===== src/rtl/sca_ctrl_pkg.sv =====
package sca_ctrl_pkg;
  typedef enum logic [1:0] {
    ST_IDLE = 2'd0,
    ST_WAIT = 2'd1,
    ST_READ = 2'd2,
    ST_DONE = 2'd3
  } ctrl_st_e;
endpackage


===== src/rtl/sca_ring_ptr.sv =====
module sca_ring_ptr #(
  parameter int W = 13
) (
  input  logic         clk_i,
  input  logic         rst_ni,
  input  logic         adv_i,
  input  logic         load_i,
  input  logic [W-1:0] load_val_i,
  input  logic [W:0]   len_i,
  output logic [W-1:0] ptr_o
);
  logic [W-1:0] ptr_q;
  logic [W:0]   inc;

  assign inc = {1'b0, ptr_q} + {{W{1'b0}}, 1'b1};

  always_ff @(posedge clk_i or negedge rst_ni) begin
    if (!rst_ni)      ptr_q <= '0;
    else if (load_i)  ptr_q <= load_val_i;
    else if (adv_i)   ptr_q <= (inc >= len_i) ? '0 : inc[W-1:0];
  end

  assign ptr_o = ptr_q;
endmodule


===== src/rtl/sca_delay_cnt.sv =====
module sca_delay_cnt #(
  parameter int DW = 16
) (
  input  logic          clk_i,
  input  logic          rst_ni,
  input  logic          start_i,
  input  logic [DW-1:0] dly_i,
  input  logic          run_i,
  output logic          expire_o
);
  logic [DW-1:0] cnt_q;

  always_ff @(posedge clk_i or negedge rst_ni) begin
    if (!rst_ni)                      cnt_q <= '0;
    else if (start_i)                 cnt_q <= dly_i;
    else if (run_i && cnt_q != '0)    cnt_q <= cnt_q - 1'b1;
  end

  assign expire_o = run_i && (cnt_q == '0);
endmodule


===== src/rtl/sca_roi_cnt.sv =====
module sca_roi_cnt #(
  parameter int LW = 14
) (
  input  logic          clk_i,
  input  logic          rst_ni,
  input  logic          load_i,
  input  logic [LW-1:0] len_i,
  input  logic          tick_i,
  output logic          last_o
);
  logic [LW-1:0] rem_q;

  always_ff @(posedge clk_i or negedge rst_ni) begin
    if (!rst_ni)      rem_q <= '0;
    else if (load_i)  rem_q <= len_i;
    else if (tick_i)  rem_q <= rem_q - 1'b1;
  end

  assign last_o = (rem_q == LW'(1));
endmodule


===== src/rtl/sca_stop_ctrl.sv =====
module sca_stop_ctrl
  import sca_ctrl_pkg::*;
#(
  parameter int BASE_W   = 10,
  parameter int MAX_CASC = 3,
  parameter int DLY_W    = 16,
  parameter int MODE_W   = 2,
  localparam int IDX_W   = BASE_W + MAX_CASC,
  localparam int LEN_W   = IDX_W + 1
) (
  input  logic              clk_i,
  input  logic              rst_ni,
  input  logic              trig_i,
  input  logic [MODE_W-1:0] mode_i,
  input  logic [DLY_W-1:0]  delay_i,
  input  logic [LEN_W-1:0]  roi_i,
  input  logic              rd_ce_i,
  output logic [IDX_W-1:0]  wr_ptr_o,
  output logic              sampling_o,
  output logic [IDX_W-1:0]  stop_idx_o,
  output logic              smp_vld_o,
  output logic [IDX_W-1:0]  smp_idx_o,
  output logic              busy_o,
  output logic              done_o
);
  localparam int N_MODES = 2 ** MODE_W;

  // ring length per mode; codes above MAX_CASC use the longest ring
  logic [LEN_W-1:0] len_tab [N_MODES];
  for (genvar g = 0; g < N_MODES; g++) begin : g_len
    if (g <= MAX_CASC) begin : g_ok
      assign len_tab[g] = LEN_W'(1) << (BASE_W + g);
    end else begin : g_sat
      assign len_tab[g] = LEN_W'(1) << IDX_W;
    end
  end

  ctrl_st_e          st_q, st_d;
  logic [MODE_W-1:0] mode_q;
  logic [LEN_W-1:0]  roi_q;
  logic [IDX_W-1:0]  stop_q, idx_q;
  logic              vld_q;

  logic [LEN_W-1:0]  live_len, run_len, wr_len, roi_eff;
  logic [IDX_W-1:0]  wr_ptr, rd_ptr;
  logic              accept, expire, wr_adv, rd_tick, roi_last;

  assign live_len = len_tab[mode_i];
  assign run_len  = len_tab[mode_q];
  assign roi_eff  = (roi_i == '0 || roi_i > live_len) ? live_len : roi_i;

  assign accept  = (st_q == ST_IDLE) && trig_i;
  assign wr_adv  = (st_q == ST_IDLE) || ((st_q == ST_WAIT) && !expire);
  assign wr_len  = (st_q == ST_IDLE) ? live_len : run_len;
  assign rd_tick = (st_q == ST_READ) && rd_ce_i;

  sca_ring_ptr #(.W(IDX_W)) u_wr_ptr (
    .clk_i      (clk_i),
    .rst_ni     (rst_ni),
    .adv_i      (wr_adv),
    .load_i     (1'b0),
    .load_val_i ('0),
    .len_i      (wr_len),
    .ptr_o      (wr_ptr)
  );

  sca_ring_ptr #(.W(IDX_W)) u_rd_ptr (
    .clk_i      (clk_i),
    .rst_ni     (rst_ni),
    .adv_i      (rd_tick),
    .load_i     (expire),
    .load_val_i (wr_ptr),
    .len_i      (run_len),
    .ptr_o      (rd_ptr)
  );

  sca_delay_cnt #(.DW(DLY_W)) u_delay (
    .clk_i    (clk_i),
    .rst_ni   (rst_ni),
    .start_i  (accept),
    .dly_i    (delay_i),
    .run_i    (st_q == ST_WAIT),
    .expire_o (expire)
  );

  sca_roi_cnt #(.LW(LEN_W)) u_roi (
    .clk_i  (clk_i),
    .rst_ni (rst_ni),
    .load_i (expire),
    .len_i  (roi_q),
    .tick_i (rd_tick),
    .last_o (roi_last)
  );

  always_comb begin
    st_d = st_q;
    unique case (st_q)
      ST_IDLE: if (trig_i)              st_d = ST_WAIT;
      ST_WAIT: if (expire)              st_d = ST_READ;
      ST_READ: if (rd_tick && roi_last) st_d = ST_DONE;
      ST_DONE:                          st_d = ST_IDLE;
      default:                          st_d = ST_IDLE;
    endcase
  end

  always_ff @(posedge clk_i or negedge rst_ni) begin
    if (!rst_ni) begin
      st_q   <= ST_IDLE;
      mode_q <= '0;
      roi_q  <= '0;
      stop_q <= '0;
      idx_q  <= '0;
      vld_q  <= 1'b0;
    end else begin
      st_q  <= st_d;
      vld_q <= rd_tick;
      if (accept) begin
        mode_q <= mode_i;
        roi_q  <= roi_eff;
      end
      if (expire)  stop_q <= wr_ptr;
      if (rd_tick) idx_q  <= rd_ptr;
    end
  end

  assign wr_ptr_o   = wr_ptr;
  assign sampling_o = (st_q == ST_IDLE) || (st_q == ST_WAIT);
  assign stop_idx_o = stop_q;
  assign smp_vld_o  = vld_q;
  assign smp_idx_o  = idx_q;
  assign busy_o     = (st_q != ST_IDLE);
  assign done_o     = (st_q == ST_DONE);
endmodule


===== config.mk =====
export PLATFORM = sky130hd
export DESIGN_NAME = sca_stop_ctrl
export DESIGN_NICKNAME = d
export VERILOG_FILES = /design/src/rtl/sca_ctrl_pkg.sv /design/src/rtl/sca_ring_ptr.sv /design/src/rtl/sca_delay_cnt.sv /design/src/rtl/sca_roi_cnt.sv /design/src/rtl/sca_stop_ctrl.sv
export SDC_FILE = /design/constraint.sdc
export NUM_CORES = 1
export LEC_CHECK = 0
export BUFFER_PORTS_ARGS = -buffer_cell sky130_fd_sc_hd__buf_2
export CAP_MARGIN = 20
export CORE_UTILIZATION = 40
export CTS_CLUSTER_DIAMETER = 100
export CTS_CLUSTER_SIZE = 28
export DETAILED_ROUTE_END_ITERATION = 16
export REMOVE_ABC_BUFFERS = 1
export SYNTH_ARGS = -nofsm -noshare
export SYNTH_HDL_FRONTEND = slang
export SYNTH_SLANG_ARGS = --single-unit

===== constraint.sdc =====
create_clock -name clk_i -period 3.8 [get_ports clk_i]
set_input_delay 0 -clock clk_i [delete_from_list [all_inputs] [get_ports clk_i]]
set_output_delay 0 -clock clk_i [all_outputs]
set_load 0.02 [all_outputs]

# Word level (Yosys, flattened, before mapping)
# Cells that the tools add are included.
# W data, S select, Z words.
[word_totals]
regBits = 101
input_bits = 36
out_inout_bits = 43
word_cells = 66
[op_classes]
add_sub_neg = 4
n_lt_le_gt_ge = 5
eq_ne = 7
mux = 20
n_bitwise = 2
reduce_logical = 18
[ops]
columns = ["cell", "count"]
rows = [
  ["$mux W14", 8],
  ["$bmux W14 S2", 2],
  ["$mux W13", 4],
  ["$mux W16", 2],
  ["$add A13 B1 Y14 const B", 2],
  ["$ge A14 B14 Y1", 2],
  ["$logic_not A16 Y1", 1],
  ["$reduce_bool A16 Y1", 1],
  ["$sub A16 B1 Y16 const B", 1],
  ["$eq A14 B1 Y1 const B", 1],
  ["$gt A14 B14 Y1", 1],
  ["$logic_not A14 Y1", 1],
  ["$sub A14 B1 Y14 const B", 1],
  ["$pmux W2 S4", 1],
  ["$ge A3 B3 Y1 const B", 2],
  ["$logic_and A1 B1 Y1", 6],
  ["$mux W2", 3],
  ["$not A2 Y3", 2],
  ["$reduce_bool A2 Y1", 3],
  ["$eq A2 B2 Y1 const B", 2],
  ["$ne A2 B2 Y1 const B", 2],
  ["$logic_or A1 B1 Y1", 3],
  ["$reduce_and A3 Y1", 1],
  ["$eq A2 B1 Y1 const B", 1],
  ["3 further kinds", 3],
]

# Logic depth before layout (Yosys ltp)
[depth]
depth_word = 8
depth_mapped = 13
ltp_nobuf = 12

# Modules after synthesis
# From an unflattened synthesis, not the netlist that was laid out.
[hier_totals]
cells_unflattened = 686
hier_area_um2 = 6427.4
[by_module_without_submodules]
columns = ["mod", "instances", "cells_each", "area_per_inst_um2", "seq_area_each_um2"]
rows = [
  ["sca_ring_ptr", 2, 152, 1246.2, 325.3],
  ["sca_stop_ctrl", 1, 181, 2069.5, 1126.1],
  ["sca_delay_cnt", 1, 116, 1049.8, 400.4],
  ["sca_roi_cnt", 1, 85, 815.8, 350.3],
]

# Worst setup path before layout
# Ideal clock, no wire load.
[synth_path]
kind = "register -> register"
startpoint = "register u_rd_ptr.ptr_q[2] (netlist: u_rd_ptr.ptr_o[2])"
endpoint = "register u_rd_ptr.ptr_q[4] (netlist: u_rd_ptr.ptr_o[4])"
setup_time_ps = 65
arrival_ps = 3094
required_ps = 3735
slack_ps = 641
stages_incl_launch_ff = 13
path_buffers = 1
synth_period_minus_slack_ps = 3159
cell_sequence = "dfrtp_1 nand3_1 or3_1 nor2_1 xor2_1 ha_1 nor2b_1 o211a_1 or4_1 clkbuf_1 nor4_1 a221o_1 a31o_1"
[synth_via]
elab_chain_cells = 5
[synth_rtl]
columns = ["element", "line_no", "rtl"]
rows = [
  ["from (decl)", "sca_ring_ptr.sv:12", "logic [W-1:0] ptr_q;"],
  ["from (signal assigned)", "sca_ring_ptr.sv:19", "else if (load_i) ptr_q <= load_val_i;"],
  ["from (signal assigned)", "sca_ring_ptr.sv:20", "else if (adv_i) ptr_q <= (inc >= len_i) ? '0 : inc[W-1:0];"],
  ["$add A13 B1 Y14 *", "sca_ring_ptr.sv:15", "assign inc = {1'b0, ptr_q} + {{W{1'b0}}, 1'b1};"],
  ["$ge A14 B14 Y1", "sca_ring_ptr.sv:20", ""],
  ["$mux W13 * (2 in series)", "sca_ring_ptr.sv:20", ""],
  ["$mux W13 *", "sca_ring_ptr.sv:19", ""],
]
# Mark *: on every way between the ends. The rest lies on a longest branch, timed or not. The select of a mux whose other input is x is not followed.
# A chain may end at the register's enable or synchronous reset.

# Final worst setup path
[layout_path]
startpoint = "register u_rd_ptr.ptr_q[2] (netlist: u_rd_ptr.ptr_o[2])"
endpoint = "register u_rd_ptr.ptr_q[10] (netlist: u_rd_ptr.ptr_o[10])"
# The elaborated chain is that of the path after synthesis.

==> impl_table.tex <==
\begin{tabular}{lr}
\hline
Metric & Value \\
\hline
\multicolumn{2}{l}{\textbf{Outcome}} \\
Outcome & finished, final reports clean \\
\multicolumn{2}{l}{\textbf{Clock network}} \\
Insertion delay to the later sink of the worst-skew pair & 360 ps \\
Max H-tree Level & 3 \\
Clock-pin slew reported for the worst setup and hold paths after clock tree synthesis & 70 ps \\
Maximum buffer depth of the clock tree & 2 \\
Clock tree root driver cell & sky130\_fd\_sc\_hd\_\_clkbuf\_16 \\
Inserted Clock Buffers & 9 \\
TritonCTS clock tree & yes \\
Num Clock Sinks & 101 \\
\multicolumn{2}{l}{\textbf{Global route}} \\
Wire length of the first global-routing pass & 23250 µm \\
Maximum number of pins on one net before global-route repair & 68 \\
Total routing resource utilization after global routing & 20.21\% \\
Antenna violations before repair & 0 \\
Grt total ovfl & 0 \\
Number of global-route vias before repair & 4856 \\
\multicolumn{2}{l}{\textbf{Yosys}} \\
Top flip-flop cell by instance count after synthesis & sky130\_fd\_sc\_hd\_\_dfrtp\_1 \\
Leading post-synthesis cells by instance count & sky130\_fd\_sc\_hd\_\_nand2\_1, sky130\_fd\_sc\_hd\_\_dfrtp\_1, sky130\_fd\_sc\_hd\_\_nor2\_1 \\
\#FFs+latches synth & 101 \\
Number of instances in the synthesized netlist & 650 \\
Yosys warns & 0 \\
Proportion of synthesized chip area in sequential cells & 44.69\% \\
Number of synthesized flops with an enable pin & 0 \\
Synth Cell Area & 5655 µm² \\
Most area-consuming cells after synthesis & sky130\_fd\_sc\_hd\_\_dfrtp\_1, sky130\_fd\_sc\_hd\_\_nand2\_1, sky130\_fd\_sc\_hd\_\_ha\_1, sky130\_fd\_sc\_hd\_\_xnor2\_1, sky130\_fd\_sc\_hd\_\_a21oi\_1 \\
Number of distinct library cells after synthesis & 66 \\
Proportion of netlist area held by the largest area contributor & 44.69\% \\
Share of synthesized flip-flops with an asynchronous set or reset & 100.0\% \\
Synth area leader & sky130\_fd\_sc\_hd\_\_dfrtp\_1 \\
Most frequent cell after synthesis & sky130\_fd\_sc\_hd\_\_nand2\_1 \\
Average size of a mapped cell & 8.701 µm² \\
\multicolumn{2}{l}{\textbf{Drt}} \\
Antenna violation net count after detailed routing & 0 \\
Count of TritonRoute iterations in the first routing pass & 7 \\
Vias per std cell & 5.324 \\
WL per Instance & 14.82 µm \\
Detailed Route Iter0 Violations & 327 \\
Post-route DRC violation count & 0 \\
Via count of the routed design & 4967 \\
Detailed Route WL & 13830 µm \\
\multicolumn{2}{l}{\textbf{Timing}} \\
Final Hold Slack & 22.98 ps \\
Min cycle time layout & 3480 ps \\
Final Hold Viols & 0 \\
RSZ-0062 raised after global routing & false \\
Transition at the pin with the smallest max-transition slack & 847.0 ps \\
Total negative slack & 0 ps \\
Total setup violations reported at the end of the flow & 0 \\
Clock skew after layout & 7.718 ps \\
Pins Over Slew Limit & 0 \\
Tightest slew margin relative to the limit & 43.53\% \\
Final Cycle Share & 91.58\% \\
Fmax & 287.4 MHz \\
\multicolumn{2}{l}{\textbf{Floorplan}} \\
Area of the core & 13830 µm² \\
Rows & 43 \\
Initial core utilization & 40.90\% \\
Die W & 120.9 µm \\
Vertical die dimension & 120.9 µm \\
I/O pin count & 79 \\
Die area & 14620 µm² \\
\multicolumn{2}{l}{\textbf{Setup path}} \\
Critical path endpoint category & register \\
Critical setup path kind & reg -> reg \\
Maximum fanout count along the critical path & 8 \\
Required time reported for the critical path endpoint & 4100 ps \\
CP Data Arrival Time & 3780 ps \\
Startpoint types & register \\
\multicolumn{2}{l}{\textbf{Placement}} \\
IO Port Bufs & 78 \\
Final weighted congestion in routability-driven placement & 0.8667 \\
Final HPWL from detailed placement & 9554 µm \\
\multicolumn{2}{l}{\textbf{Power and ir drop}} \\
Leakage power & 3.178 nW \\
Pwr per Cell Area & 643.2 nW/µm² \\
Worst ir drop on vdd & 391.8 µV \\
Total power consumption of the routed design & 0.004442 W \\
\multicolumn{2}{l}{\textbf{Job}} \\
Number of max-cap violations & 0 \\
\multicolumn{2}{l}{\textbf{Finish}} \\
NumNets Final & 806 \\
Growth of design area from synthesis to finish & 22.12\% \\
ANT cells & 0 \\
Ratio of cells with drive above 1 in the final layout & 16.20\% \\
\multicolumn{2}{l}{\textbf{Hold path}} \\
Min-delay worst type & in -> reg \\
\hline
\end{tabular}
cells in the final DEF, fill, tap and decap left out, drive strengths merged, types with 5 or more instances in the layout:
cell type,count
xnor2,23
nor2,47
o31ai,8
inv,19
nand2,150
and3,8
dlygate4sd3,32
or4,7
ha,22
or3,6
a21oi,38
nand3,21
o21ai,43
xor2,20
nor4,10
nor2b,5
nand4,8
buf,88
dfrtp,101
nor3,17
clkbuf,13
o21a,6
path summary, 6_finish.rpt:
kind | slack (ps) | startpoint | cells past startpoint | endpoint
max | 320 | u_rd_ptr.ptr_o[2] | 11 | u_rd_ptr.ptr_o[10]
min | 20 | roi_i[11] | 3 | roi_q[11]
max reg2reg | 320 | u_rd_ptr.ptr_o[2] | 11 | u_rd_ptr.ptr_o[10]
min reg2reg | 460 | stop_idx_o[3] | 2 | stop_idx_o[3]
max in group asynchronous | 2530 | rst_ni | 3 | u_roi.rem_q[5]
min in group asynchronous | 300 | rst_ni | 2 | stop_idx_o[4]
per-stage QoR:
step / utilization [%] / worst slack (ps) / instance area, µm² / std cells
finish: 49.95 / 320.1 / 6907 / 933
CTS: 49.89 / 299.9 / 6898 / 933
floorplan: - / 657.4 / 5519 / 617
global placement: 44.96 / 431.1 / 6217 / 885
detailed placement: 44.96 / 316.2 / 6217 / 885
global route: 49.95 / 7.037 / 6907 / 933
flip-flops by register name, indices dropped and copies added, names as in the netlist:
name            cells
mode_q              2
roi_q              14
smp_idx_o          13
smp_vld_o           1
st_q                2
stop_idx_o         13
u_delay.cnt_q      16
u_rd_ptr.ptr_o     13
u_roi.rem_q        14
u_wr_ptr.ptr_o     13
logic make-up (layout without fill, tap and decap cells):
kind of cell	after synthesis	count (layout)	share of synthesized area, %
and+or+nand+nor	297	297	24.31
AOI/OAI and AO/OA	131	131	15.02
DFF	101	101	44.69
buffers and inverters	52	155	3.672
xor gates and xnor gates	43	43	6.659
adders and majority gates	22	22	4.867
muxes	4	4	0.7743
worst max-delay path: stages, from the launching register on:
cell	delay (ps)
sky130_fd_sc_hd__dfrtp_1	430
sky130_fd_sc_hd__nand3_1	250
sky130_fd_sc_hd__or3_1	510
sky130_fd_sc_hd__nor2_2	210
sky130_fd_sc_hd__xor2_1	180
sky130_fd_sc_hd__ha_1	260
sky130_fd_sc_hd__nor2b_1	140
sky130_fd_sc_hd__o211a_1	250
sky130_fd_sc_hd__or4_1	640
sky130_fd_sc_hd__nor4b_1	300
sky130_fd_sc_hd__a222oi_1	140
sky130_fd_sc_hd__nand2_1	110
timing repair:
item                       CTS  global route
setup endpoints to repair    0             4
buffers inserted             0             0
resized for setup            0             2
hold buffers                32             0
hold endpoints to repair    97             0
metal layers:
| layer | part of all wire [%] | vias to the layer above | global-route usage, % |
|---|---|---|---|
| met5 | 0 | - | 0 |
| met4 | 2.5 | 0 | 10.42 |
| met3 | 4.4 | 24 | 3.289 |
| met2 | 46 | 130 | 31.79 |
| met1 | 47 | 2363 | 26.83 |
| li1 | - | 2450 | - |
where the power goes:
| part | switching [W] | internal (W) | leakage (nW) | total [W] |
|---|---|---|---|---|
| logic | 0.000993 | 0.000651 | 1.74 | 0.00164 |
| registers | 0.000301 | 0.00139 | 1.26 | 0.00169 |
| clock network | 0.000408 | 0.000698 | 0.176 | 0.00111 |
cell type report:
type	instances	area, µm²
Fill cell	1292	6920
Multi-Input combinational cell	497	2934
Clock buffer	13	270.3
Clock inverter	3	90.09
Inverter	19	71.32
Timing Repair Buffer	120	788.3
Tap cell	180	225.2
Sequential cell	101	2527
Note: power is estimated with default switching activity, not from simulation.
